## src/rtl/hsk_pkg.sv

```systemverilog
package hsk_pkg;

   typedef enum logic [2:0] {
      HS_IDLE,
      HS_PRESENT,
      HS_WAIT_ACK,
      HS_SETTLE,
      HS_HOLD,
      HS_WAIT_REL
   } hsk_state_t;

   function automatic int hsk_max(input int a, input int b);
      return (a > b) ? a : b;
   endfunction

endpackage

```

## src/rtl/hsk_sync.sv

```systemverilog
module hsk_sync #(
   parameter int STAGES = 2
) (
   input  logic clk,
   input  logic rst_n,
   input  logic d_async,
   output logic q_sync
);
   logic [STAGES-1:0] chain;

   genvar gi;
   generate
      for (gi = 0; gi < STAGES; gi++) begin : g_stage
         if (gi == 0) begin : g_first
            always_ff @(posedge clk or negedge rst_n) begin
               if (!rst_n) chain[0] <= 1'b0;
               else        chain[0] <= d_async;
            end
         end else begin : g_next
            always_ff @(posedge clk or negedge rst_n) begin
               if (!rst_n) chain[gi] <= 1'b0;
               else        chain[gi] <= chain[gi-1];
            end
         end
      end
   endgenerate

   assign q_sync = chain[STAGES-1];
endmodule

```

## src/rtl/hsk_timer.sv

```systemverilog
module hsk_timer #(
   parameter int CW = 4
) (
   input  logic          clk,
   input  logic          rst_n,
   input  logic          load,
   input  logic [CW-1:0] load_val,
   output logic          expired
);
   logic [CW-1:0] cnt;

   always_ff @(posedge clk or negedge rst_n) begin
      if (!rst_n)            cnt <= '0;
      else if (load)         cnt <= load_val;
      else if (cnt != '0)    cnt <= cnt - 1'b1;
   end

   assign expired = (cnt == '0);
endmodule

```

## src/rtl/hsk_xfer_regs.sv

```systemverilog
module hsk_xfer_regs #(
   parameter int ADDR_W = 8,
   parameter int DATA_W = 8
) (
   input  logic              clk,
   input  logic              rst_n,
   input  logic              accept,
   input  logic [ADDR_W-1:0] addr_in,
   input  logic              write_in,
   input  logic [DATA_W-1:0] wdata_in,
   input  logic              capture,
   input  logic [DATA_W-1:0] rdata_in,
   input  logic              drive,
   output logic [ADDR_W-1:0] bus_addr,
   output logic              bus_write,
   output logic [DATA_W-1:0] bus_wdata,
   output logic [DATA_W-1:0] rdata_out
);
   logic [ADDR_W-1:0] addr_q;
   logic              write_q;
   logic [DATA_W-1:0] wdata_q;
   logic [DATA_W-1:0] rdata_q;

   always_ff @(posedge clk or negedge rst_n) begin
      if (!rst_n) begin
         addr_q  <= '0;
         write_q <= 1'b0;
         wdata_q <= '0;
      end else if (accept) begin
         addr_q  <= addr_in;
         write_q <= write_in;
         wdata_q <= write_in ? wdata_in : '0;
      end
   end

   always_ff @(posedge clk or negedge rst_n) begin
      if (!rst_n)                   rdata_q <= '0;
      else if (capture && !write_q) rdata_q <= rdata_in;
   end

   assign bus_addr  = drive ? addr_q  : '0;
   assign bus_write = drive & write_q;
   assign bus_wdata = drive ? wdata_q : '0;
   assign rdata_out = rdata_q;
endmodule

```

## src/rtl/hsk_bus_master.sv

```systemverilog
module hsk_bus_master
   import hsk_pkg::*;
#(
   parameter int ADDR_W      = 8,
   parameter int DATA_W      = 8,
   parameter int SKEW_CYC    = 2,
   parameter int DECODE_CYC  = 1,
   parameter int SETUP_CYC   = 1,
   parameter int TIMEOUT_CYC = 64,
   parameter int SYNC_STAGES = 2
) (
   input  logic              clk,
   input  logic              rst_n,
   input  logic              req_start,
   input  logic              req_write,
   input  logic [ADDR_W-1:0] req_addr,
   input  logic [DATA_W-1:0] req_wdata,
   output logic              req_done,
   output logic              req_err,
   output logic [DATA_W-1:0] req_rdata,
   output logic              bus_drive,
   output logic [ADDR_W-1:0] bus_addr,
   output logic              bus_write,
   output logic [DATA_W-1:0] bus_wdata,
   input  logic [DATA_W-1:0] bus_rdata,
   output logic              bus_mrdy,
   input  logic              bus_srdy
);
   localparam int PRE_N = SKEW_CYC + DECODE_CYC;
   localparam int STL_N = SKEW_CYC + SETUP_CYC;
   localparam int MAX_N = hsk_max(hsk_max(PRE_N, STL_N), hsk_max(SKEW_CYC, TIMEOUT_CYC));
   localparam int CW    = $clog2(MAX_N + 1);
   localparam logic [CW-1:0] LD_PRE  = CW'(PRE_N - 1);
   localparam logic [CW-1:0] LD_STL  = CW'(STL_N - 1);
   localparam logic [CW-1:0] LD_SKEW = CW'(SKEW_CYC - 1);
   localparam logic [CW-1:0] LD_TO   = CW'(TIMEOUT_CYC - 1);

   generate
      if (ADDR_W < 1 || DATA_W < 1) begin : g_bad_width
         $error("hsk_bus_master: widths must be at least 1");
      end
      if (SKEW_CYC < 1) begin : g_bad_skew
         $error("hsk_bus_master: SKEW_CYC must be at least 1");
      end
      if (DECODE_CYC < 0 || SETUP_CYC < 0) begin : g_bad_guard
         $error("hsk_bus_master: decode and setup intervals cannot be negative");
      end
      if (TIMEOUT_CYC < 1) begin : g_bad_timeout
         $error("hsk_bus_master: TIMEOUT_CYC must be at least 1");
      end
      if (SYNC_STAGES < 2) begin : g_bad_sync
         $error("hsk_bus_master: SYNC_STAGES must be at least 2");
      end
   endgenerate

   hsk_state_t st, st_nxt;
   logic srdy_s, tmr_exp, tmr_ld;
   logic [CW-1:0] tmr_val;
   logic accept, capture;
   logic set_mrdy, clr_mrdy, set_drv, clr_drv, pulse_done, pulse_err;
   logic mrdy_q, drv_q, done_q, err_q;

   hsk_sync #(.STAGES(SYNC_STAGES)) u_sync (
      .clk     (clk),
      .rst_n   (rst_n),
      .d_async (bus_srdy),
      .q_sync  (srdy_s)
   );

   hsk_timer #(.CW(CW)) u_timer (
      .clk      (clk),
      .rst_n    (rst_n),
      .load     (tmr_ld),
      .load_val (tmr_val),
      .expired  (tmr_exp)
   );

   hsk_xfer_regs #(.ADDR_W(ADDR_W), .DATA_W(DATA_W)) u_regs (
      .clk       (clk),
      .rst_n     (rst_n),
      .accept    (accept),
      .addr_in   (req_addr),
      .write_in  (req_write),
      .wdata_in  (req_wdata),
      .capture   (capture),
      .rdata_in  (bus_rdata),
      .drive     (drv_q),
      .bus_addr  (bus_addr),
      .bus_write (bus_write),
      .bus_wdata (bus_wdata),
      .rdata_out (req_rdata)
   );

   always_comb begin
      st_nxt     = st;
      tmr_ld     = 1'b0;
      tmr_val    = '0;
      accept     = 1'b0;
      capture    = 1'b0;
      set_mrdy   = 1'b0;
      clr_mrdy   = 1'b0;
      set_drv    = 1'b0;
      clr_drv    = 1'b0;
      pulse_done = 1'b0;
      pulse_err  = 1'b0;
      unique case (st)
         HS_IDLE: begin
            if (req_start) begin
               accept  = 1'b1;
               set_drv = 1'b1;
               tmr_ld  = 1'b1;
               tmr_val = LD_PRE;
               st_nxt  = HS_PRESENT;
            end
         end
         HS_PRESENT: begin
            if (tmr_exp) begin
               set_mrdy = 1'b1;
               tmr_ld   = 1'b1;
               tmr_val  = LD_TO;
               st_nxt   = HS_WAIT_ACK;
            end
         end
         HS_WAIT_ACK: begin
            if (srdy_s) begin
               tmr_ld  = 1'b1;
               tmr_val = LD_STL;
               st_nxt  = HS_SETTLE;
            end else if (tmr_exp) begin
               clr_mrdy  = 1'b1;
               clr_drv   = 1'b1;
               pulse_err = 1'b1;
               st_nxt    = HS_IDLE;
            end
         end
         HS_SETTLE: begin
            if (tmr_exp) begin
               capture  = 1'b1;
               clr_mrdy = 1'b1;
               tmr_ld   = 1'b1;
               tmr_val  = LD_SKEW;
               st_nxt   = HS_HOLD;
            end
         end
         HS_HOLD: begin
            if (tmr_exp) begin
               clr_drv = 1'b1;
               tmr_ld  = 1'b1;
               tmr_val = LD_TO;
               st_nxt  = HS_WAIT_REL;
            end
         end
         HS_WAIT_REL: begin
            if (!srdy_s) begin
               pulse_done = 1'b1;
               st_nxt     = HS_IDLE;
            end else if (tmr_exp) begin
               pulse_err = 1'b1;
               st_nxt    = HS_IDLE;
            end
         end
         default: st_nxt = HS_IDLE;
      endcase
   end

   always_ff @(posedge clk or negedge rst_n) begin
      if (!rst_n) begin
         st     <= HS_IDLE;
         mrdy_q <= 1'b0;
         drv_q  <= 1'b0;
         done_q <= 1'b0;
         err_q  <= 1'b0;
      end else begin
         st     <= st_nxt;
         done_q <= pulse_done;
         err_q  <= pulse_err;
         if (set_mrdy)      mrdy_q <= 1'b1;
         else if (clr_mrdy) mrdy_q <= 1'b0;
         if (set_drv)       drv_q  <= 1'b1;
         else if (clr_drv)  drv_q  <= 1'b0;
      end
   end

   assign bus_mrdy  = mrdy_q;
   assign bus_drive = drv_q;
   assign req_done  = done_q;
   assign req_err   = err_q;
endmodule

```

## config.mk

```make
export PLATFORM = sky130hd
export DESIGN_NAME = hsk_bus_master
export DESIGN_NICKNAME = d
export VERILOG_FILES = /design/src/rtl/hsk_pkg.sv /design/src/rtl/hsk_sync.sv /design/src/rtl/hsk_timer.sv /design/src/rtl/hsk_xfer_regs.sv /design/src/rtl/hsk_bus_master.sv
export SDC_FILE = /design/constraint.sdc
export NUM_CORES = 1
export LEC_CHECK = 0
export BUFFER_PORTS_ARGS = -buffer_cell sky130_fd_sc_hd__buf_2
export CAP_MARGIN = 20
export CORE_MARGIN = 2
export CORE_UTILIZATION = 50
export DETAILED_ROUTE_END_ITERATION = 10
export PLACE_DENSITY = 0.79
export SETUP_SLACK_MARGIN = 0.5
export SLEW_MARGIN = 20
export SYNTH_ARGS = -nofsm -noshare
export SYNTH_HDL_FRONTEND = slang
export SYNTH_SLANG_ARGS = --single-unit
```

## constraint.sdc

```tcl
create_clock -name clk -period 3.7 [get_ports clk]
set_input_delay 0.925 -clock clk [delete_from_list [all_inputs] [get_ports clk]]
set_output_delay 0.925 -clock clk [all_outputs]
set_load 0.005 [all_outputs]
```

; ---- Word-level counts from Yosys, hierarchy flattened
; Cells that the tools add are included.
[totals]
regBits = 41
elab_cells = 70
[op_classes]
add_sub_neg = 1
eq_ne = 9
mux = 36
bitwise = 1
reduce_logical = 11
[op_table]
columns = operator, count
row1 = $mux 8, 3
row2 = $pmux 6 s4, 1
row3 = $mux 3, 7
row4 = $pmux 3 s6, 1
row5 = $mux 1, 15
row6 = $mux 7, 2
row7 = $ne 2x2->1 const B, 4
row8 = $logic_not 7->1, 1
row9 = $reduce_bool 7->1, 1
row10 = $sub 7x1->7 const B, 1
row11 = $eq 3x2->1 const B, 2
row12 = $eq 3x3->1 const B, 2
row13 = $mux 6, 1
row14 = $pmux 1 s2, 3
row15 = $reduce_bool 2->1, 3
row16 = $mux 2, 2
row17 = $reduce_and 4->1, 1
row18 = $eq 3x1->1 const B, 1
row19 = $logic_not 3->1, 1
row20 = $pmux 1 s3, 1
row21 = $reduce_or 3->1, 1
row22 = $reduce_or 2->1, 1
row23 = $and 1x1->1, 1
row24 = $logic_and 1x1->1, 1
row25 = $logic_not 1->1, 1

; ---- Depth between registers and ports, before layout
[logic_depth]
depth_word = 6
mapped_depth = 9

; ---- Hierarchy
; A second synthesis with hierarchy kept.
[unflattened]
cells_unflattened = 190
hier_area_um2 = 2128.3
[by_module_without_submodules]
columns = module, instances, cells_each, area_per_inst_um2, seq_area_each_um2
row1 = hsk_xfer_regs, 1, 90, 1131.1, 625.6
row2 = hsk_bus_master, 1, 55, 513.0, 175.2
row3 = hsk_timer, 1, 43, 434.2, 175.2
row4 = hsk_sync, 1, 2, 50.0, 50.0

; ---- Least setup slack after synthesis
; No wires, ideal clock.
[synth_timing]
path_type = register to register
start = reg u_timer.cnt[0]
end = reg u_regs.rdata_q[0], in the netlist u_regs.rdata_out[0]
t_arrival_ps = 2420
path_slack_ps = 1155
path_stages_with_launch = 10
synth_period_minus_slack_ps = 2545
path_cell_list = dfrtp_1 -> inv_1 -> ha_1 -> or4b_1 -> buf_2 -> or3_1 -> buf_6 -> or3_1 -> buf_6 -> mux2_4
[synth_between]
elab_chain_cells = 4
[synth_rtl]
columns = item, line
row1 = "start, declared", hsk_timer.sv:10  ; logic [CW-1:0] cnt;
row2 = "start signal, assigned", hsk_timer.sv:14  ; else if (load) cnt <= load_val;
row3 = "start signal, assigned", hsk_timer.sv:15  ; else if (cnt != '0) cnt <= cnt - 1'b1;
row4 = $logic_not 7->1, hsk_timer.sv:18  ; assign expired = (cnt == '0);
row5 = $mux 1, hsk_bus_master.sv:137  ; if (tmr_exp) begin
row6 = $mux 1, hsk_bus_master.sv:106  ; unique case (st)
row7 = $logic_and 1x1->1, hsk_xfer_regs.sv:38  ; else if (capture && !write_q) rdata_q <= rdata_in;
row8 = "end signal, assigned", hsk_xfer_regs.sv:38
row9 = "end, declared", hsk_xfer_regs.sv:22  ; logic [DATA_W-1:0] rdata_q;
; Every way passes these cells.
; A chain may end at the register's enable or synchronous reset.

; ---- Final worst setup path
[layout_timing]
start = reg u_timer.cnt[0]
end = reg u_regs.rdata_q[7], in the netlist u_regs.rdata_out[7]
; The elaborated chain is that of the path after synthesis.

==> metrics <==
status=complete, no violations; worst-margin pin slew=0.861 ns; min cycle time layout=2.81 ns; H-Tree Depth=2; placed cell count=265; cts hold-fix bufs=0; sequential area share after synthesis=0.539; syn_nets=201; Hold Fails Final Rpt=0; Post-synth EDFFs=0; share of post-route cells with drive strength above 1=0.369; achievable clock frequency=0.356 GHz; Total GRT Usage=0.173; Root Buffer=clkbuf_8; worst setup path start=u_timer.cnt[0]; critical path class=reg -> reg; TritonCTS clock tree=yes; core area=0.00366 mm²; Synth Area in XOR/XNOR=0.0230; most frequent cell after synthesis=dfrtp_1; max-cap violation count=0; reg2reg start=u_timer.cnt[0]; mux cell area share after synthesis=0.127; fin crit share=0.759; total wire length=3580 µm; Slew Limit Headroom=0.426; setup bufs post-CTS=0; hold wc startpoint=u_sync.chain[0]; largest family of logic cells by synthesized area=simple AND/OR/NAND/NOR gates; Worst Path Required=3.87 ns; largest area contributor in the netlist=dfrtp_1; Final GP Congestion=0.842; slowest stage delay, CP=0.61 ns; first-pass GRT wire length=5710 µm; IO buf count=57; r2r setup slk=0.89 ns; Hold WC Path Type=reg -> reg; Remaining Overflow, GRT=0; ANT cells=0; Pins Over Slew Limit=0; pwr/cell area=373 mW/mm²; DP HPWL=2570 µm; flops & latches, synth=41; Leak=1.19 nW; Crit. End Element=flip-flop; CTS max path bufs=2; wire per inst=13.1 µm; clock skew=0.00453 ns; DP Worst Slack=0.891 ns; Buffers & Inverters on Critical Path=1; chip width=65.7 µm; Sinks on Clock Net=41; share of the synthesized area in the top cell type=0.539; yosys warns=0; vias per cell=5.22; initial antenna violation count=0; DRC errors left=0; Synth top cells by count=dfrtp_1 (41), nand2_1 (21), and2_1 (17); Hold WS=0.352 ns; CP max stage cell=or3_1; Clock transition at path regs=0.08 ns; Post-synth top flop=dfrtp_1; Synth cell types=38; vias in the first global route=1,248; Finished Cell Area=0.00231 mm²; worst path cell trace=inv_1, ha_1, or4b_1, or3_1, or3_1, mux2_4; Post-DP Area=0.00219 mm²; Worst path top cell family by delay=simple AND/OR/NAND/NOR gates; worst setup margin=0.891 ns; compound-cell area share of the yosys netlist=0.104; std cell rows=22; Synth Area in Adders=0.00657; worst skew pair latency=0.29 ns; worst path arrival time=2.98 ns; Ports=58; CTS buffer count=5; Pwr Total=0.860 mW; die area=0.00432 mm²; RSZ-0062 raised after global routing=false; cell repeated most along the worst path=or3_1; crit start category=flip-flop; die height=65.7 µm; number of nets in the layout=254; post-synthesis cell area=0.00190 mm²; DRT iter0 DRCs=86; largest net degree at the start of global routing=42; asr flop ratio synth=1.00; peak supply drop=0.231 mV; post-cts sizing count=0; DR vias=1,425; CP max FO=9; simple-gate area share of the yosys netlist=0.160; Initial Utilization=0.520; area growth from synthesis to layout=21.2%; fin util=0.630; Synth area leaders=dfrtp_1 (54%), mux2_4 (6.3%), and2_1 (5.6%); final-report setup violation count=0; post-synthesis cell count=171; Setup TNS=0 ns; Layout Cells excl Fill=273; first-pass detailed-route iteration total=4; Syn Area/Cell=11.1 µm²; Post-DRT Antenna Nets=0
-- path summary, 6_finish.rpt --
path,end,cells past startpoint
max in group asynchronous,u_timer.cnt[6],1
min in group asynchronous,u_regs.rdata_out[6],1
hold reg to reg,u_sync.q_sync,0
hold / removal,u_sync.q_sync,0
setup reg to reg,u_regs.rdata_out[7],6
setup / recovery,u_regs.rdata_out[7],6
-- kinds of logic after synthesis --
logic type	Yosys count
simple gates	59
flops	41
compound gates	31
mux	19
buf+inv	15
xor+xnor	5
fa+ha+maj	1
-- sequential cells by signal, summed over array words and instances, names as in the netlist --
register and count:
req_err 1, u_timer.cnt 7, bus_drive 1, u_sync.q_sync 1, u_regs.rdata_out 8, u_regs.write_q 1
bus_mrdy 1, u_regs.wdata_q 8, u_regs.addr_q 8, req_done 1, u_sync.chain 1, st 3
-- cells in the final DEF (no fill, tap or decap), types with 3 or more instances in the layout --
| master | instances |
|---|---|
| inv_1 | 4 |
| mux2_4 | 8 |
| or3_1 | 3 |
| mux2_2 | 9 |
| o21ai_0 | 13 |
| xnor2_1 | 3 |
| nor4_1 | 4 |
| dfrtp_1 | 41 |
| nor2_1 | 4 |
| and2_1 | 17 |
| nor3_1 | 3 |
| buf_2 | 57 |
| nand2_1 | 21 |
| clkbuf_8 | 6 |
| a21oi_1 | 4 |
-- routing by layer --
metal  up-vias  part of all wire  routed length (µm)  GRT usage
met4         0            0.0050                  18     0.0625
met3         2             0.072                 257     0.0411
li1        696                 -                   -          -
met1       674              0.46                1630      0.242
met5         -                 0                   0          0
met2        53              0.47                1670      0.264
-- cell type report --
| class | count | area (µm²) |
|---|---|---|
| inverter | 4 | 15.0 |
| tap | 48 | 60.1 |
| clock buffer | 6 | 82.6 |
| sequential | 41 | 1030 |
| multi-input combinational | 115 | 801 |
| timing repair buffer | 57 | 285 |
| clock inverter | 2 | 37.5 |
| fill | 298 | 1350 |
-- where the power goes --
part           total [mW]  switching [mW]  internal (mW)
clock network       0.364           0.145          0.219
registers           0.457         0.00348          0.453
logic              0.0390          0.0188         0.0202
Note: power is estimated with default switching activity, not from simulation.
